## config.mk

```make
export PLATFORM = sky130hd
export DESIGN_NAME = sercmd_bridge
export DESIGN_NICKNAME = d
export VERILOG_FILES = /design/src/rtl/sercmd_pkg.sv /design/src/rtl/sercmd_local.sv /design/src/rtl/sercmd_fsm.sv /design/src/rtl/sercmd_bridge.sv
export SDC_FILE = /design/constraint.sdc
export NUM_CORES = 1
export LEC_CHECK = 0
export CAP_MARGIN = 0
export CORE_MARGIN = 2
export CORE_UTILIZATION = 56
export DETAILED_ROUTE_END_ITERATION = 6
export PLACE_DENSITY = 0.95
export SLEW_MARGIN = 20
export SYNTH_ARGS = -nofsm -noshare
export SYNTH_HDL_FRONTEND = slang
export SYNTH_SLANG_ARGS = --single-unit
```

## constraint.sdc

```tcl
create_clock -name clk -period 4 [get_ports clk]
set_input_delay 0.8 -clock clk [delete_from_list [all_inputs] [get_ports clk]]
set_output_delay 0.8 -clock clk [all_outputs]
set_load 0.02 [all_outputs]
```

## src/rtl/sercmd_pkg.sv

```systemverilog
`timescale 1ns/1ps
package sercmd_pkg;

    localparam logic [7:0] OP_WR = 8'h10;
    localparam logic [7:0] OP_RD = 8'h11;
    localparam int LANES = 4;
    localparam int LW    = $clog2(LANES);

    typedef enum logic [2:0] {
        ST_OP, ST_CNT, ST_ADR, ST_WDAT, ST_BUS, ST_TX
    } st_e;

    typedef struct packed {
        st_e              st;
        logic             is_wr;
        logic [7:0]       left;
        logic [31:0]      addr;
        logic [31:0]      word;
        logic [LW-1:0]    lane;
        logic [LW:0]      nb;
    } ctx_t;

    function automatic logic [LANES-1:0] lanes_mask(input logic [LW:0] nb);
        logic [LANES-1:0] m;
        for (int i = 0; i < LANES; i++) m[i] = ((LW+1)'(i) < nb);
        return m;
    endfunction

    function automatic logic [LW:0] clip_word(input logic [7:0] n);
        return (n >= 8'(LANES)) ? (LW+1)'(LANES) : n[LW:0];
    endfunction

endpackage

```

## src/rtl/sercmd_local.sv

```systemverilog
`timescale 1ns/1ps
module sercmd_local #(
    parameter logic [31:0] ID_WORD = 32'hCAFE_0001
) (
    input  logic        clk,
    input  logic        rst_n,
    input  logic        wr_en,
    input  logic        sel_id,
    input  logic [31:0] wdata,
    input  logic [3:0]  be,
    output logic [31:0] rdata,
    output logic [31:0] gpio
);
    logic [31:0] gpio_d, gpio_q;

    always_comb begin
        gpio_d = gpio_q;
        for (int i = 0; i < 4; i++) begin
            if (wr_en && !sel_id && be[i]) gpio_d[i*8 +: 8] = wdata[i*8 +: 8];
        end
    end

    always_ff @(posedge clk or negedge rst_n) begin
        if (!rst_n) gpio_q <= '0;
        else        gpio_q <= gpio_d;
    end

    assign rdata = sel_id ? ID_WORD : gpio_q;
    assign gpio  = gpio_q;


    full_word_write_chk: assert property (@(posedge clk) disable iff (!rst_n)
        (wr_en && !sel_id && be == 4'hF) |=> gpio_q == $past(wdata));

    id_write_ignored_chk: assert property (@(posedge clk) disable iff (!rst_n)
        (wr_en && sel_id) |=> $stable(gpio_q));
endmodule

```

## src/rtl/sercmd_fsm.sv

```systemverilog
`timescale 1ns/1ps
module sercmd_fsm
    import sercmd_pkg::*;
#(
    parameter logic [31:0] LOCAL_BASE = 32'hF000_0000
) (
    input  logic        clk,
    input  logic        rst_n,
    input  logic        rx_valid,
    input  logic [7:0]  rx_data,
    output logic        rx_ready,
    output logic        tx_valid,
    output logic [7:0]  tx_data,
    input  logic        tx_ready,
    output logic        bus_req,
    output logic        bus_we,
    output logic [31:0] bus_addr,
    output logic [31:0] bus_wdata,
    output logic [3:0]  bus_be,
    input  logic [31:0] bus_rdata,
    input  logic        bus_ack,
    output logic        loc_wr,
    input  logic [31:0] loc_rdata
);
    ctx_t d, q;
    logic hit, done;
    logic [31:0] rd_word;

    assign hit = (q.addr[31:3] == LOCAL_BASE[31:3]);

    always_comb begin
        d        = q;
        rx_ready = 1'b0;
        tx_valid = 1'b0;
        bus_req  = 1'b0;
        loc_wr   = 1'b0;
        done     = 1'b0;
        rd_word  = '0;
        case (q.st)
            ST_OP: begin
                rx_ready = 1'b1;
                if (rx_valid) begin
                    if (rx_data == OP_WR) begin
                        d.is_wr = 1'b1;
                        d.st    = ST_CNT;
                    end else if (rx_data == OP_RD) begin
                        d.is_wr = 1'b0;
                        d.st    = ST_CNT;
                    end
                end
            end
            ST_CNT: begin
                rx_ready = 1'b1;
                if (rx_valid) begin
                    d.left = rx_data;
                    d.lane = '0;
                    d.st   = ST_ADR;
                end
            end
            ST_ADR: begin
                rx_ready = 1'b1;
                if (rx_valid) begin
                    d.addr = {q.addr[23:0], rx_data};
                    d.lane = q.lane + 1'b1;
                    if (q.lane == LW'(LANES-1)) begin
                        d.lane = '0;
                        d.word = '0;
                        if (q.left == 8'd0)  d.st = ST_OP;
                        else if (q.is_wr)    d.st = ST_WDAT;
                        else begin
                            d.nb = clip_word(q.left);
                            d.st = ST_BUS;
                        end
                    end
                end
            end
            ST_WDAT: begin
                rx_ready = 1'b1;
                if (rx_valid) begin
                    d.word[{q.lane, 3'b000} +: 8] = rx_data;
                    d.lane = q.lane + 1'b1;
                    d.left = q.left - 8'd1;
                    if (q.lane == LW'(LANES-1) || q.left == 8'd1) begin
                        d.nb = {1'b0, q.lane} + 1'b1;
                        d.st = ST_BUS;
                    end
                end
            end
            ST_BUS: begin
                if (hit) begin
                    done    = 1'b1;
                    loc_wr  = q.is_wr;
                    rd_word = loc_rdata;
                end else begin
                    bus_req = 1'b1;
                    done    = bus_ack;
                    rd_word = bus_rdata;
                end
                if (done) begin
                    d.addr = q.addr + 32'd4;
                    d.lane = '0;
                    if (q.is_wr) begin
                        d.word = '0;
                        d.st   = (q.left == 8'd0) ? ST_OP : ST_WDAT;
                    end else begin
                        d.word = rd_word;
                        d.st   = ST_TX;
                    end
                end
            end
            ST_TX: begin
                tx_valid = 1'b1;
                if (tx_ready) begin
                    d.lane = q.lane + 1'b1;
                    d.left = q.left - 8'd1;
                    if (q.left == 8'd1) d.st = ST_OP;
                    else if (q.lane == LW'(LANES-1)) begin
                        d.lane = '0;
                        d.nb   = clip_word(q.left - 8'd1);
                        d.st   = ST_BUS;
                    end
                end
            end
            default: d.st = ST_OP;
        endcase
    end

    always_ff @(posedge clk or negedge rst_n) begin
        if (!rst_n) begin
            q       <= '0;
            q.st    <= ST_OP;
        end else begin
            q <= d;
        end
    end

    assign tx_data   = q.word[{q.lane, 3'b000} +: 8];
    assign bus_addr  = q.addr;
    assign bus_wdata = q.word;
    assign bus_we    = q.is_wr;
    assign bus_be    = lanes_mask(q.nb);


    bad_opcode_dropped_chk: assert property (@(posedge clk) disable iff (!rst_n)
        (q.st == ST_OP && rx_valid && rx_data != OP_WR && rx_data != OP_RD) |=> q.st == ST_OP);

    zero_count_idle_chk: assert property (@(posedge clk) disable iff (!rst_n)
        (q.st == ST_ADR && rx_valid && q.lane == LW'(LANES-1) && q.left == 8'd0) |=> q.st == ST_OP);

    bus_hold_chk: assert property (@(posedge clk) disable iff (!rst_n)
        (bus_req && !bus_ack) |=> (bus_req && $stable(bus_addr) && $stable(bus_wdata)
                                   && $stable(bus_be) && $stable(bus_we)));

    tx_hold_chk: assert property (@(posedge clk) disable iff (!rst_n)
        (tx_valid && !tx_ready) |=> (tx_valid && $stable(tx_data)));

    addr_step_chk: assert property (@(posedge clk) disable iff (!rst_n)
        (bus_req && bus_ack) |=> bus_addr == $past(bus_addr) + 32'd4);
endmodule

```

## src/rtl/sercmd_bridge.sv

```systemverilog
`timescale 1ns/1ps
module sercmd_bridge #(
    parameter logic [31:0] LOCAL_BASE = 32'hF000_0000,
    parameter logic [31:0] ID_WORD    = 32'hCAFE_0001
) (
    input  logic        clk,
    input  logic        rst_n,
    input  logic        rx_valid,
    input  logic [7:0]  rx_data,
    output logic        rx_ready,
    output logic        tx_valid,
    output logic [7:0]  tx_data,
    input  logic        tx_ready,
    output logic        bus_req,
    output logic        bus_we,
    output logic [31:0] bus_addr,
    output logic [31:0] bus_wdata,
    output logic [3:0]  bus_be,
    input  logic [31:0] bus_rdata,
    input  logic        bus_ack,
    output logic [31:0] gpio_out
);
    logic        loc_wr;
    logic [31:0] loc_rdata;

    sercmd_fsm #(.LOCAL_BASE(LOCAL_BASE)) u_fsm (
        .clk(clk), .rst_n(rst_n),
        .rx_valid(rx_valid), .rx_data(rx_data), .rx_ready(rx_ready),
        .tx_valid(tx_valid), .tx_data(tx_data), .tx_ready(tx_ready),
        .bus_req(bus_req), .bus_we(bus_we), .bus_addr(bus_addr),
        .bus_wdata(bus_wdata), .bus_be(bus_be), .bus_rdata(bus_rdata),
        .bus_ack(bus_ack), .loc_wr(loc_wr), .loc_rdata(loc_rdata)
    );

    sercmd_local #(.ID_WORD(ID_WORD)) u_local (
        .clk(clk), .rst_n(rst_n), .wr_en(loc_wr), .sel_id(bus_addr[2]),
        .wdata(bus_wdata), .be(bus_be), .rdata(loc_rdata), .gpio(gpio_out)
    );
endmodule

```

==> flow_summary.ini, run 1 <==
[synthesis]
ys_seq_area_frac = 0.393
ys.flop_type = dfrtp_1
synthXorXnorAreaFrac = 0.00244
syn_area_mm2 = 0.00719
syn-num-nets = 864
synth_mux_area_frac = 0.0856
syn_inst = 810
ys_warn_count = 0
synth.distinct_cells = 64
ys_ff_latch = 113
synth-edff-count = 0
synth_top_family_by_area = simple AND/OR/NAND/NOR gates
yosys.area_share.simple = 0.217
synth_compound_area_frac = 0.185
syn_area_per_cell_um2 = 8.88
synth-adder-area-share = 0.0157
synthArstFlopShare = 1.00

[grt]
grt_overflow = 0
grt_pass1_wl_mm = 38.1
grt_pass1_vias = 7135
antenna_found_initial = 0
grt_usage = 0.349
grt_max_degree = 67

[drt]
routed-wl-met3_mm = 3.14
drt_iter0_markers = 1128
ant_nets = 0
drc = 1
drt_pass1_iterations = 7
wl_per_cell_um = 22.4
top_layer_used = met4
wirelength_mm = 24.1
vias_per_cell = 6.79
vias = 7308
wl_met1_mm = 8.26
dr_wl_met2_mm = 11.3

[setup_path]
r2r_cells = 8
slowest_stage = clkdlybuf4s50_1
cp_max_fo = 8
start_kind = register
r2r-end = u_local.gpio[0]$_DFFE_PN0P_
crit_arrival_ps = 2510
rr_startpoint = u_fsm.bus_addr[26]$_DFFE_PN0P_
reg2reg_setup_slack_ps = 770
max_stage_delay_ps = 550
crit_type = reg2out
cp-end-kind = primary output
crit_chain = nor4b_1 -> nand4_1 -> nor2_2 -> nor2_1 -> clkdlybuf4s50_1
required_ps = 3200

[floorplan]
start_util = 0.572
die_height_um = 117
core_mm2 = 0.0126
ios = 157
die_x_um = 117
die_area_mm2 = 0.0138
rows = 41

[sta]
rsz0062_at_grt = false
finalSetupViolCount = 0
post-route-period-util = 0.827
fin_crit_ps = 3310
hold_viol = 0
hold_slack_ps = 473
fin_skew_ps = 7.53
setup_tns_ps = 0
slew_headroom = 0.204
worst_slew_pin_slew_ps = 1180
max_freq_mhz = 302
final_max_slew_viol_count = 0

[final_layout]
n_fill_cell = 831
drive_above_1_share = 0.119
antenna_cells = 0
syn2layout_area_growth_pct = 26.5
final_nets = 945
multi_input_area_mm2 = 0.00365
fin_cells = 1076
seqCellArea_mm2 = 0.00283

[clock_tree]
clk_path_buf_depth = 2
insertion_delay_ps = 430
cts_hold_buf = 0
cts_tree = yes
cts_setup_buffers = 0
cts-htree-levels = 4
cts_made_buffers = 17
cts_root_buf = clkbuf_16
path_clk_slew_ps = 50
clock-sinks = 113
cts_resized = 0

[flow_run]
maxCapViolCount = 0

[placed_design]
portBuffers = 156
dpl.hpwl_mm = 15.9
routabilityCongestion = 0.916
place_inst = 1044

[hold_path]
hp-class = in2async

[pwr]
vdd_drop_max_uv = 466
pwr_density_cell_mw_per_mm2 = 787
p_leak_nw = 3.66

[status]
status = finished, violations left
violations = DRC
-- through the flow --
step,setup WS (ps),utilization,cell area (um2),total power [mW]
2_1_floorplan,1290,-,7190,4.35
3_3_place_gp,1000,0.672,8450,5.29
3_5_place_dp,897,0.672,8450,5.38
4_1_cts,768,0.724,9100,7.08
5_1_grt,527,0.724,9100,7.48
6_report,690,0.724,9100,7.16
-- synth_stat cells (3+ instances only) --
cell       instances  area share
o22a_1             3      0.0037
ha_1               9       0.016
inv_1             12      0.0063
nor4_1             9      0.0078
a311oi_1           7      0.0085
buf_1              5      0.0026
o21bai_1           3      0.0031
o2111ai_1         20       0.024
nand4_1           12       0.010
mux4_2             8       0.025
nand2_1           80       0.042
buf_4             67       0.070
clkbuf_1          41       0.021
a31oi_1            6      0.0052
nor3b_1            4      0.0042
a221o_1           11       0.015
nor3_1            20       0.014
o31ai_1            3      0.0031
and2_1             6      0.0052
o21ai_0           49       0.034
nor2b_1           25       0.022
and3_1            10      0.0087
dfrtp_1          113        0.39
nand3_1           71       0.049
a21oi_1           62       0.043
nor4b_1            5      0.0061
o21ai_1            3      0.0021
mux2_2            36       0.056
o32a_1             3      0.0042
mux2i_1            3      0.0042
a211oi_1          10       0.010
o211ai_1           5      0.0052
nor2_1            46       0.024
or3_1              3      0.0026
o22ai_1            3      0.0026
-- worst max-delay path: cells and delay by family (launching register included) --
family / cells / cell delay [ps]
buffers and inverters: 1 / 550
flip-flops: 1 / 460
AND/OR/NAND/NOR: 4 / 1070
-- worst max-delay path by stage --
stage	from	cells past startpoint	end
floorplan	u_fsm.bus_addr[11]$_DFFE_PN0P_	7	bus_req
global placement	rx_data[7]	7	u_fsm.q[78]$_DFFE_PN0P_
detailed placement	rx_data[5]	7	u_fsm.q[78]$_DFFE_PN0P_
CTS	u_fsm.bus_addr[26]$_DFFE_PN0P_	5	bus_req
global route	u_fsm.bus_addr[26]$_DFFE_PN0P_	5	bus_req
finish	u_fsm.bus_addr[26]$_DFFE_PN0P_	5	bus_req
-- power breakdown --
group / switching, mW / leakage [nW] / internal [mW]
clock: 0.556 / 0.313 / 1.09
combinational: 1.83 / 1.90 / 1.47
sequential: 0.714 / 1.45 / 1.49
total: 3.10 / 3.66 / 4.05
-- placed cells by master, fill, tap and decap left out, types with 12 or more instances in the layout --
| cell type | instances |
|---|---|
| clkdlybuf4s50_1 | 155 |
| dfrtp_1 | 113 |
| nand2_1 | 80 |
| nand3_1 | 71 |
| a21oi_1 | 62 |
| o21ai_0 | 49 |
| nor2_1 | 45 |
| mux2_2 | 36 |
| nor2b_1 | 25 |
| buf_4 | 22 |
| o2111ai_1 | 20 |
| nor3_1 | 19 |
| clkbuf_16 | 17 |
| inv_1 | 12 |
| nand4_1 | 12 |
-- metal layers --
layer / up-vias / global-route usage
met5: - / 0
met3: 130 / 0.101
met1: 3434 / 0.429
met4: 0 / 0.194
li1: 3082 / -
met2: 662 / 0.553
-- kinds of logic after synthesis --
logic type,after synthesis
AOI/OAI and AO/OA,204
buffers and inverters,127
and+or+nand+nor,308
DFF,113
adders and majority gates,9
xor gates and xnor gates,2
muxes,47
-- state kept, by name, summed over array words and instances (netlist names) --
| name | count |
|---|---|
| u_fsm.bus_addr | 32 |
| u_fsm.bus_wdata | 32 |
| u_local.gpio | 32 |
| u_fsm.q | 16 |
| u_fsm.bus_we | 1 |
-- area by class of cell --
class | count | area share
Tap cell | 172 | 0.0237
Sequential cell | 113 | 0.311
Clock buffer | 20 | 0.0513
Clock inverter | 12 | 0.0198
Timing Repair Buffer | 177 | 0.189
Inverter | 12 | 0.00495
Multi-Input combinational cell | 570 | 0.401
(Power assumes the default switching activity.)
==> inputs of run 2 (changes only) <==
--- a/config.mk
+++ b/config.mk
@@ -7,9 +7,9 @@
 export LEC_CHECK = 0
 export CAP_MARGIN = 0
 export CORE_MARGIN = 2
-export CORE_UTILIZATION = 56
+export CORE_UTILIZATION = 47
 export DETAILED_ROUTE_END_ITERATION = 6
-export PLACE_DENSITY = 0.95
+export PLACE_DENSITY = 0.9
 export SLEW_MARGIN = 20
 export SYNTH_ARGS = -nofsm -noshare
 export SYNTH_HDL_FRONTEND = slang
==> constraint.sdc (replaced) <==
create_clock -name clk -period 3 [get_ports clk]
set_input_delay 0.6 -clock clk [delete_from_list [all_inputs] [get_ports clk]]
set_output_delay 0.6 -clock clk [all_outputs]
set_load 0.02 [all_outputs]
==> run 2 against run 1 <==
Compared with the run above: critical path depth unchanged; the run now ends clean; sequential power grew 23%; highest routed layer unchanged; largest power group unchanged; via count increased by 0.86%; critical endpoint unchanged; global-route usage decreased by 3.5 points; routed wire length is 5.4% higher; hold slack got worse by 280 ps.
==> flow_summary.ini, run 2 (synthesis results as in run 1) <==
[floorplan]
start_util = 0.477
die_x_um = 128
rows = 45
die_area_mm2 = 0.0163
core_mm2 = 0.0151
die_height_um = 128
ios = 157

[setup_path]
crit_type = reg2out
crit_chain = nor4b_1 -> nand4_1 -> nor2_2 -> nor2_1 -> clkdlybuf4s50_1
crit_arrival_ps = 2380
max_stage_delay_ps = 540
reg2reg_setup_slack_ps = 250
cp-end-kind = primary output
r2r-end = u_local.gpio[1]$_DFFE_PN0P_
start_kind = register
required_ps = 2400
path_buf_inv = 1
rr_startpoint = u_fsm.bus_addr[25]$_DFFE_PN0P_
cp_top_family = simple AND/OR/NAND/NOR gates
cp_max_fo = 4
r2r_cells = 7
slowest_stage = clkdlybuf4s50_1

[clock_tree]
clk_path_buf_depth = 2
cts_root_buf = clkbuf_16
insertion_delay_ps = 440
cts_made_buffers = 17
path_clk_slew_ps = 50
clock-sinks = 113
cts_setup_buffers = 0
cts_hold_buf = 0
cts_resized = 0
cts_tree = yes
cts-htree-levels = 4

[drt]
vias_per_cell = 6.56
wl_met1_mm = 9.51
top_layer_used = met4
wirelength_mm = 25.4
dr_wl_met2_mm = 11.7
wl_per_cell_um = 22.6
vias = 7371
drc = 0
routed-wl-met3_mm = 2.80
drt_iter0_markers = 869
drt_pass1_iterations = 5
ant_nets = 0

[placed_design]
place_inst = 1091
routabilityCongestion = 1.03
dpl.hpwl_mm = 17.4
portBuffers = 156
placed_area_mm2 = 0.00872

[grt]
grt_pass1_wl_mm = 39.6
grt_max_degree = 46
grt_pass1_vias = 7096
grt_overflow = 0
antenna_found_initial = 0
grt_usage = 0.314

[pwr]
finalPower_mw = 9.67
pwr_density_cell_mw_per_mm2 = 1030
switchingPower_mw = 4.22
vdd_drop_max_uv = 569
pwr-share-seq = 0.281
netSwitchingFraction = 0.436
comb_power_share = 0.497
intPower_mw = 5.46
power.share.clock = 0.221
p_leak_nw = 3.81

[sta]
slew_headroom = 0.472
rsz0062_at_grt = false
finalSetupViolCount = 0
max_freq_mhz = 335
worst_slew_pin_slew_ps = 785
hold_viol = 0
post-route-period-util = 0.994
setup_tns_ps = 0
fin_skew_ps = 23.8
fin_crit_ps = 2980
final_max_slew_viol_count = 0

[final_layout]
final_nets = 976
antenna_cells = 0
final_common_cell = clkdlybuf4s50_1
syn2layout_area_growth_pct = 30.0
final_cell_mix = clkdlybuf4s50_1, dfrtp_1, nand2_1, nand3_1, a21oi_1
drive_above_1_share = 0.151
fin_cells = 1123
stdcell_area_mm2 = 0.00935

[status]
status = complete, no violations

[hold_path]
hp-class = in2async

[flow_run]
maxCapViolCount = 0
==> run 2: through the flow <==
step | util | worst slack, ps | hold slack (ps)
finish | 0.620 | 17.6 | 194
global route | 0.620 | 3.40 | 235
CTS | 0.619 | 56.1 | 192
detailed placement | 0.578 | 326 | 496
global placement | 0.578 | 422 | 487
floorplan | - | 494 | 304
==> run 2: cell type report <==
type                    count  area (um2)
clock buffers              20         467
clock inverters            12         155
fillers                  1230        5740
inverters                  12        45.0
multi-input cells         570        3660
flip-flops and latches    113        2830
well taps                 188         235
repair buffers            208        1960
==> run 2: power groups by stage <==
stage | Combinational, mW | Sequential, mW | Clock, mW
6_report | 4.81 | 2.72 | 2.14
2_1_floorplan | 3.37 | 2.43 | 0
5_1_grt | 5.14 | 2.77 | 2.20
4_1_cts | 4.75 | 2.67 | 2.15
3_3_place_gp | 4.59 | 2.65 | 0
3_5_place_dp | 4.70 | 2.67 | 0
==> run 2: how the worst max path moves through the flow <==
stage / start / cells past startpoint / endpoint / slack [ps]
6_report: u_fsm.bus_addr[25]$_DFFE_PN0P_ / 5 / bus_req / 20
5_1_grt: u_fsm.q[3]$_DFFE_PN0P_ / 3 / tx_data[1] / 3
4_1_cts: u_fsm.bus_addr[25]$_DFFE_PN0P_ / 5 / bus_req / 60
3_5_place_dp: u_fsm.bus_addr[25]$_DFFE_PN0P_ / 7 / u_local.gpio[1]$_DFFE_PN0P_ / 330
3_3_place_gp: rx_valid / 7 / u_fsm.q[78]$_DFFE_PN0P_ / 420
2_1_floorplan: u_fsm.bus_addr[11]$_DFFE_PN0P_ / 7 / bus_req / 490
==> run 2: routing by layer <==
metal	up-vias	global-route usage
met5	-	0
met4	0	0.175
met3	110	0.0876
met2	578	0.493
met1	3513	0.392
li1	3170	-
==> inputs of run 3 (changes only) <==
--- a/config.mk
+++ b/config.mk
@@ -7,9 +7,10 @@
 export LEC_CHECK = 0
 export CAP_MARGIN = 0
 export CORE_MARGIN = 2
-export CORE_UTILIZATION = 47
+export CORE_UTILIZATION = 52
 export DETAILED_ROUTE_END_ITERATION = 6
-export PLACE_DENSITY = 0.9
+export PLACE_DENSITY = 0.94
+export REMOVE_ABC_BUFFERS = 1
 export SLEW_MARGIN = 20
 export SYNTH_ARGS = -nofsm -noshare
 export SYNTH_HDL_FRONTEND = slang
==> constraint.sdc (replaced) <==
create_clock -name clk -period 3.24 [get_ports clk]
set_input_delay 0.648 -clock clk [delete_from_list [all_inputs] [get_ports clk]]
set_output_delay 0.648 -clock clk [all_outputs]
set_load 0.02 [all_outputs]
==> run 3 against run 2 <==
Compared with the run above: via count shrank 0.75%; routed wire length shrank 7.1%; critical path depth unchanged; hold slack better by 18 ps; the flow now finishes with violations (DRC); core utilization rose by 7.0 points; largest power group unchanged; non-clock buffer count fell by 12; die area shrank 9.3%; global-route usage is 1.1 points higher; final area down 1.2%; sequential cell count is the same.
==> flow_summary.ini, run 3 (synthesis results as in run 1) <==
[drt]
drc = 1
vias_per_cell = 6.66
drt_pass1_iterations = 7
drt_iter0_markers = 879
wl_per_cell_um = 21.5
vias = 7316
wirelength_mm = 23.6
ant_nets = 0

[pwr]
vdd_drop_max_uv = 511
switchingPower_mw = 3.76
pwr-share-seq = 0.299
pwr_density_cell_mw_per_mm2 = 947
comb_power_share = 0.479
intPower_mw = 5.00
netSwitchingFraction = 0.429
power.share.clock = 0.222
p_leak_nw = 3.75

[floorplan]
die_x_um = 122
core_mm2 = 0.0134
die_height_um = 122
die_area_mm2 = 0.0148
start_util = 0.537
ios = 157
rows = 42

[final_layout]
drive_above_1_share = 0.138
fin_util = 0.690
final_common_cell = clkdlybuf4s50_1
syn2layout_area_growth_pct = 28.5
final_cell_mix = clkdlybuf4s50_1, dfrtp_1, nand2_1, nand3_1, a21oi_1
antenna_cells = 0
final_nets = 964

[sta]
hold_viol = 0
slew_headroom = 0.526
rsz0062_at_grt = false
post-route-period-util = 0.958
final_max_slew_viol_count = 0
fin_skew_ps = 9.25
finalSetupViolCount = 0
fin_crit_ps = 3100
max_freq_mhz = 322
setup_tns_ps = 0
worst_slew_pin_slew_ps = 705

[clock_tree]
clock-sinks = 113
insertion_delay_ps = 420
cts_root_buf = clkbuf_16
cts_setup_buffers = 0
cts_hold_buf = 0
clk_path_buf_depth = 2
cts_tree = yes
cts-htree-levels = 4
cts_made_buffers = 17
path_clk_slew_ps = 50

[setup_path]
slowest_stage = clkdlybuf4s50_1
rr_startpoint = u_fsm.bus_addr[19]$_DFFE_PN0P_
startpoint = u_fsm.bus_addr[19]$_DFFE_PN0P_
crit_chain = nor4_2 -> nand4_1 -> nor2_4 -> nor2_1 -> clkdlybuf4s50_1
cp_max_fo = 7
crit_arrival_ps = 2450
cp-endpoint = bus_req
crit_type = reg2out
r2r-end = u_local.gpio[14]$_DFFE_PN0P_
cp-end-kind = primary output
r2r_cells = 7
max_stage_delay_ps = 540
reg2reg_setup_slack_ps = 380
start_kind = register
required_ps = 2590

[placed_design]
routabilityCongestion = 0.942
portBuffers = 156
dpl.hpwl_mm = 16.0

[grt]
antenna_found_initial = 0
grt_max_degree = 74
grt_pass1_wl_mm = 37.3
grt_overflow = 0
grt_usage = 0.325
grt_pass1_vias = 6924

[flow_run]
maxCapViolCount = 0

[hold_path]
hp-class = in2async

[status]
status = finished, violations left
violations = DRC
[run 3: repair_timing]
action,in CTS,in global routing
endpoints found under the setup margin,0,1
endpoints found under the hold margin,0,0
gates resized for setup,0,3
[run 3: metal layers]
metal  track usage  vias to the layer above  share of wire
met1         0.418                     3511           0.38
met5             0                        -              0
met2         0.516                      572           0.47
met4         0.134                        0          0.036
met3        0.0964                       93           0.12
li1              -                     3140              -
[run 3: power groups by stage]
| stage | Sequential, mW | Clock [mW] | Combinational, mW |
|---|---|---|---|
| global placement | 2.56 | 0 | 3.99 |
| floorplan | 2.82 | 0 | 1.96 |
| CTS | 2.57 | 1.94 | 4.15 |
| detailed placement | 2.58 | 0 | 4.09 |
| finish | 2.62 | 1.94 | 4.19 |
| global route | 2.66 | 2.02 | 4.49 |
[run 3: through the flow]
stage	total power, mW	instance area, um2	cells	setup WS, ps	hold slack, ps
6_report	8.75	9240	1098	137	212
5_1_grt	9.17	9240	1098	12.0	252
4_1_cts	8.65	9230	1098	37.3	239
3_5_place_dp	6.67	8610	1067	378	505
3_3_place_gp	6.55	8610	1067	429	490
2_1_floorplan	4.78	6510	695	-659	352
[run 3: worst min-delay path by stage]
| stage | slack (ps) | endpoint | from |
|---|---|---|---|
| finish | 210 | u_fsm.bus_addr[23]$_DFFE_PN0P_ | rst_n |
| global route | 250 | u_fsm.bus_addr[25]$_DFFE_PN0P_ | rst_n |
| CTS | 240 | u_fsm.bus_addr[23]$_DFFE_PN0P_ | rst_n |
| detailed placement | 510 | u_fsm.q[76]$_DFFE_PN0P_ | u_fsm.q[76]$_DFFE_PN0P_ |
| global placement | 490 | u_fsm.q[76]$_DFFE_PN0P_ | u_fsm.q[76]$_DFFE_PN0P_ |
| floorplan | 350 | u_fsm.bus_addr[0]$_DFFE_PN0P_ | rst_n |
[run 3: critical path: cells and delay by family (launching register included)]
family | cells | cell delay [ps]
flops | 1 | 500
buf+inv | 1 | 540
simple gates | 4 | 980
[run 3: cell type report]
type | instances | area [um2]
Inverter | 12 | 45.0
Clock inverter | 9 | 130
Clock buffer | 22 | 484
Multi-Input combinational cell | 570 | 3660
Sequential cell | 113 | 2830
Fill cell | 967 | 4160
Tap cell | 176 | 220
Timing Repair Buffer | 196 | 1870
